**src/rtl/alu_pkg.sv**
```systemverilog
package alu_pkg;

  typedef enum logic [1:0] {
    SEL_AND  = 2'b00,
    SEL_OR   = 2'b01,
    SEL_SUM  = 2'b10,
    SEL_NONE = 2'b11
  } alu_sel_e;

  function automatic logic bit_sum(input logic x, input logic y, input logic c);
    return x ^ y ^ c;
  endfunction

  function automatic logic bit_carry(input logic x, input logic y, input logic c);
    return (x & y) | (c & (x | y));
  endfunction

  // Count of set inputs; used by checks to restate the carry rule another way.
  function automatic int unsigned ones3(input logic x, input logic y, input logic c);
    return int'(x) + int'(y) + int'(c);
  endfunction

endpackage

```
**src/rtl/alu_operand_cond.sv**
```systemverilog
module alu_operand_cond (
  input  logic raw_bit,
  input  logic flip,
  output logic cond_bit
);
  always_comb cond_bit = raw_bit ^ flip;
endmodule

```
**src/rtl/alu_full_adder.sv**
```systemverilog
module alu_full_adder
  import alu_pkg::*;
(
  input  logic x,
  input  logic y,
  input  logic cin,
  output logic s,
  output logic cout
);
  always_comb begin
    s    = bit_sum(x, y, cin);
    cout = bit_carry(x, y, cin);
  end
endmodule

```
**src/rtl/alu_slice.sv**
```systemverilog
module alu_slice
  import alu_pkg::*;
(
  input  logic       a_bit,
  input  logic       b_bit,
  input  logic       inv_a,
  input  logic       inv_b,
  input  logic [1:0] sel,
  input  logic       cin,
  output logic       res,
  output logic       cout
);
  logic a_c, b_c, sum_w;

  alu_operand_cond u_cond_a (.raw_bit(a_bit), .flip(inv_a), .cond_bit(a_c));
  alu_operand_cond u_cond_b (.raw_bit(b_bit), .flip(inv_b), .cond_bit(b_c));

  alu_full_adder u_fa (.x(a_c), .y(b_c), .cin(cin), .s(sum_w), .cout(cout));

  always_comb begin
    unique case (alu_sel_e'(sel))
      SEL_AND:  res = a_c & b_c;
      SEL_OR:   res = a_c | b_c;
      SEL_SUM:  res = sum_w;
      default:  res = 1'b0;
    endcase
  end

  // Checks beside the slice logic
  always_comb begin
    assert_slice_carry_R8: assert (cout == (ones3(a_c, b_c, cin) >= 2));
    if (sel == SEL_NONE)
      assert_unused_sel_zero_R4: assert (res == 1'b0);
    if (inv_a && inv_b && sel == SEL_AND)
      assert_nor_form_R6: assert (res == ~(a_bit | b_bit));
    if (inv_a && inv_b && sel == SEL_OR)
      assert_nand_form_R6: assert (res == ~(a_bit & b_bit));
    if (inv_a && sel == SEL_AND)
      assert_a_flip_R5: assert (res == (~a_bit & b_c));
  end
endmodule

```
**src/rtl/alu_ripple.sv**
```systemverilog
module alu_ripple
  import alu_pkg::*;
#(
  parameter int WIDTH = 4
) (
  input  logic [WIDTH-1:0] op_a,
  input  logic [WIDTH-1:0] op_b,
  input  logic [1:0]       op_sel,
  input  logic             inv_a,
  input  logic             inv_b,
  input  logic             carry_in,
  output logic [WIDTH-1:0] result,
  output logic             carry_out
);
  localparam int CHAIN = WIDTH + 1;

  logic [CHAIN-1:0] chain;

  assign chain[0] = carry_in;

  for (genvar i = 0; i < WIDTH; i++) begin : g_slice
    alu_slice u_slice (
      .a_bit(op_a[i]),
      .b_bit(op_b[i]),
      .inv_a(inv_a),
      .inv_b(inv_b),
      .sel(op_sel),
      .cin(chain[i]),
      .res(result[i]),
      .cout(chain[i+1])
    );
  end

  assign carry_out = chain[WIDTH];

  // Word-level checks against arithmetic written independently of the chain
  logic [WIDTH:0] wide_a, wide_b, wide_total;
  always_comb begin
    wide_a     = {1'b0, (inv_a ? ~op_a : op_a)};
    wide_b     = {1'b0, (inv_b ? ~op_b : op_b)};
    wide_total = wide_a + wide_b + {{WIDTH{1'b0}}, carry_in};
    assert_word_carry_R8: assert (carry_out == wide_total[WIDTH]);
    if (op_sel == SEL_SUM)
      assert_word_sum_R3: assert (result == wide_total[WIDTH-1:0]);
    if (op_sel == SEL_SUM && !inv_a && inv_b && carry_in) begin
      assert_sub_diff_R7: assert (result == WIDTH'(op_a - op_b));
      assert_sub_borrow_R7: assert (carry_out == (op_a >= op_b));
    end
  end
endmodule

```
**config.mk**
```make
export PLATFORM = sky130hd
export DESIGN_NAME = alu_ripple
export DESIGN_NICKNAME = d
export VERILOG_FILES = /design/src/rtl/alu_pkg.sv /design/src/rtl/alu_operand_cond.sv /design/src/rtl/alu_full_adder.sv /design/src/rtl/alu_slice.sv /design/src/rtl/alu_ripple.sv
export SDC_FILE = /design/constraint.sdc
export NUM_CORES = 1
export LEC_CHECK = 0
export CAP_MARGIN = 20
export CORE_AREA = 3 3 40 42
export DETAILED_ROUTE_END_ITERATION = 7
export DIE_AREA = 0 0 43 45
export DONT_BUFFER_PORTS = 1
export GPL_TIMING_DRIVEN = 0
export PLACE_DENSITY = 0.44
export SLEW_MARGIN = 5
export SYNTH_ARGS = -nofsm -noshare
export SYNTH_HDL_FRONTEND = slang
export SYNTH_HIERARCHICAL = 1
export SYNTH_SLANG_ARGS = --single-unit
```
**constraint.sdc**
```tcl
create_clock -name vclk -period 2.4
set_input_delay 0.24 -clock vclk [all_inputs]
set_output_delay 0.24 -clock vclk [all_outputs]
set_load 0.01 [all_outputs]
```
==> results.sh <==
export IMPL_outcome="finished with violations"
export IMPL_violations="negative setup slack"
export IMPL_crit_path_end_kind="output pin"
export IMPL_rsz0062_at_grt="true"
export IMPL_drc=0
export IMPL_period_minus_slack_ns=2.44
export IMPL_worstPathRequired_ns=2.16
export IMPL_hold_viol_final=0
export IMPL_first_pass_iters=3
export IMPL_final_util_pct=24.2
export IMPL_crit_chain="xor2_4 > fa_2 > fa_2 > fa_2 > fa_1 > nand2_1 > o2bb2ai_2"
export IMPL_grt_pass1_vias=219
export IMPL_drt_iter0_drc=4
export IMPL_finalCritPeriodShare_pct=102
export IMPL_path_common_cell="fa_2"
export IMPL_die_h_um=45
export IMPL_coreArea_sq_um=1280
export IMPL_power_per_cell_area_nw_per_um2=266
export IMPL_finalSetupViolations=1
export IMPL_yosysTopAreaCellShare_pct=30.8
export IMPL_flops_and_latches=0
export IMPL_p_leak_uw=0.000116
export IMPL_slew_headroom_pct=79.5
export IMPL_fin_ws_ns=-0.0412
export IMPL_place_inst=43
export IMPL_layout_drive_gt1_share_pct=32.1
export IMPL_ant_nets=0
export IMPL_die_w_um=43
export IMPL_ctsHoldBuffers=0
export IMPL_n_antenna_cell=0
export IMPL_path_class="in2out"
export IMPL_cpMaxStageDelayCell="fa_1"
export IMPL_drv_slew=0
export IMPL_irDropWorstVdd_v=0.000117
export IMPL_vias=187
export IMPL_worstPathArrival_ns=2.20
export IMPL_wl_per_cell_um=13.3
export IMPL_grt_max_degree=9
export IMPL_yosysSeqAreaShare_pct=0
export IMPL_clock_buffers=0
export IMPL_synth_area_leaders="fa_1 (31%), xor2_1 (27%), maj3_2 (17%)"
export IMPL_tightest_slew_ns=0.307
export IMPL_max_stage_delay_ns=0.50
export IMPL_rows=13
export IMPL_yosys_warnings=6
export IMPL_grt_overflow_total=0
export IMPL_post_cts_buffers=0
export IMPL_boundaryPins=18
export IMPL_via_per_inst=4.35
export IMPL_synth_most_common_cell="xor2_1"
export IMPL_syn2layout_area_growth_pct=19.7
export IMPL_synth_top_cell_by_area="fa_1"
export IMPL_post_cts_resized=1
export IMPL_syn_nets=45
export IMPL_grt_antenna_before_repair=0
export IMPL_ff_latch_area_sq_um=0
export IMPL_syn_inst=28
export IMPL_track_usage_pct=6.01
export IMPL_wl_um=570
export IMPL_io_buffer_count=0
export IMPL_hold_path_class="in2out"
export IMPL_gp_congestion=0.652
export IMPL_postSynthAreaPerCell_sq_um=9.29
export IMPL_grt_pass1_wl_um=924
export IMPL_initial_core_util_pct=20.3
export IMPL_finalNonFillerCells=43
export IMPL_critPathMaxFanout=4
export IMPL_ys_types=6
export IMPL_syn_cell_area_sq_um=260
export IMPL_die_area_sq_um=1940
export IMPL_fin_nets=47
export IMPL_drv_cap=0
export IMPL_fmax_ghz=0.410
export IMPL_startpoint_type="input port"
==> final timing paths <==
path | from | to | cells past startpoint
setup / recovery | inv_b | result[3] | 7
hold / removal | op_sel[0] | result[3] | 1
==> per-layer routing <==
layer	track usage, %	routed length [um]
met1	7.77	224
met2	10.5	276
met3	1.99	69
met4	0	0
met5	0	0
==> cell usage in the layout, fill, tap and decap left out <==
cell type / instances
o2bb2ai_2: 1
o2bb2ai_1: 3
nand2_1: 4
inv_1: 4
xor2_1: 7
xor2_4: 1
fa_1: 1
maj3_2: 4
fa_2: 3
==> through the flow <==
stage | cell area, sq um | setup WS, ns | hold WS [ns] | setup TNS (ns) | total power, uW
4_1_cts | 312 | -0.0592 | 0.550 | -0.0592 | 84.8
6_report | 312 | -0.0412 | 0.546 | -0.0412 | 83.0
2_1_floorplan | 282 | 0.000898 | 0.540 | 0 | 72.2
3_3_place_gp | 300 | -0.0557 | 0.550 | -0.0557 | 81.0
5_1_grt | 312 | -0.0909 | 0.549 | -0.0909 | 95.8
3_5_place_dp | 300 | -0.0663 | 0.550 | -0.0663 | 83.7
==> cells by family after synthesis <==
group                    synth area share, %
AO/OA/AOI/OAI                           13.5
adder cells (fa/ha/maj)                 48.1
XOR/XNOR                                26.9
AND/OR/NAND/NOR                         5.77
buffers and inverters                   5.77
==> critical path: cells and delay by family <==
family          cells  cell delay [ns]
xor+xnor            1             0.17
simple gates        1             0.06
compound gates      1             0.17
fa+ha+maj           4             1.56
==> power by group <==
group / switching (uW) / internal, uW
registers: 0 / 0
logic: 43.6 / 39.4
clock network: 0 / 0
total: 43.6 / 39.4
==> area by class of cell <==
class / count / area (sq um)
fill: 137 / 973
inverter: 4 / 15.0
multi-input combinational: 24 / 278
tap: 15 / 18.8
Note: power is estimated with default switching activity, not from simulation.
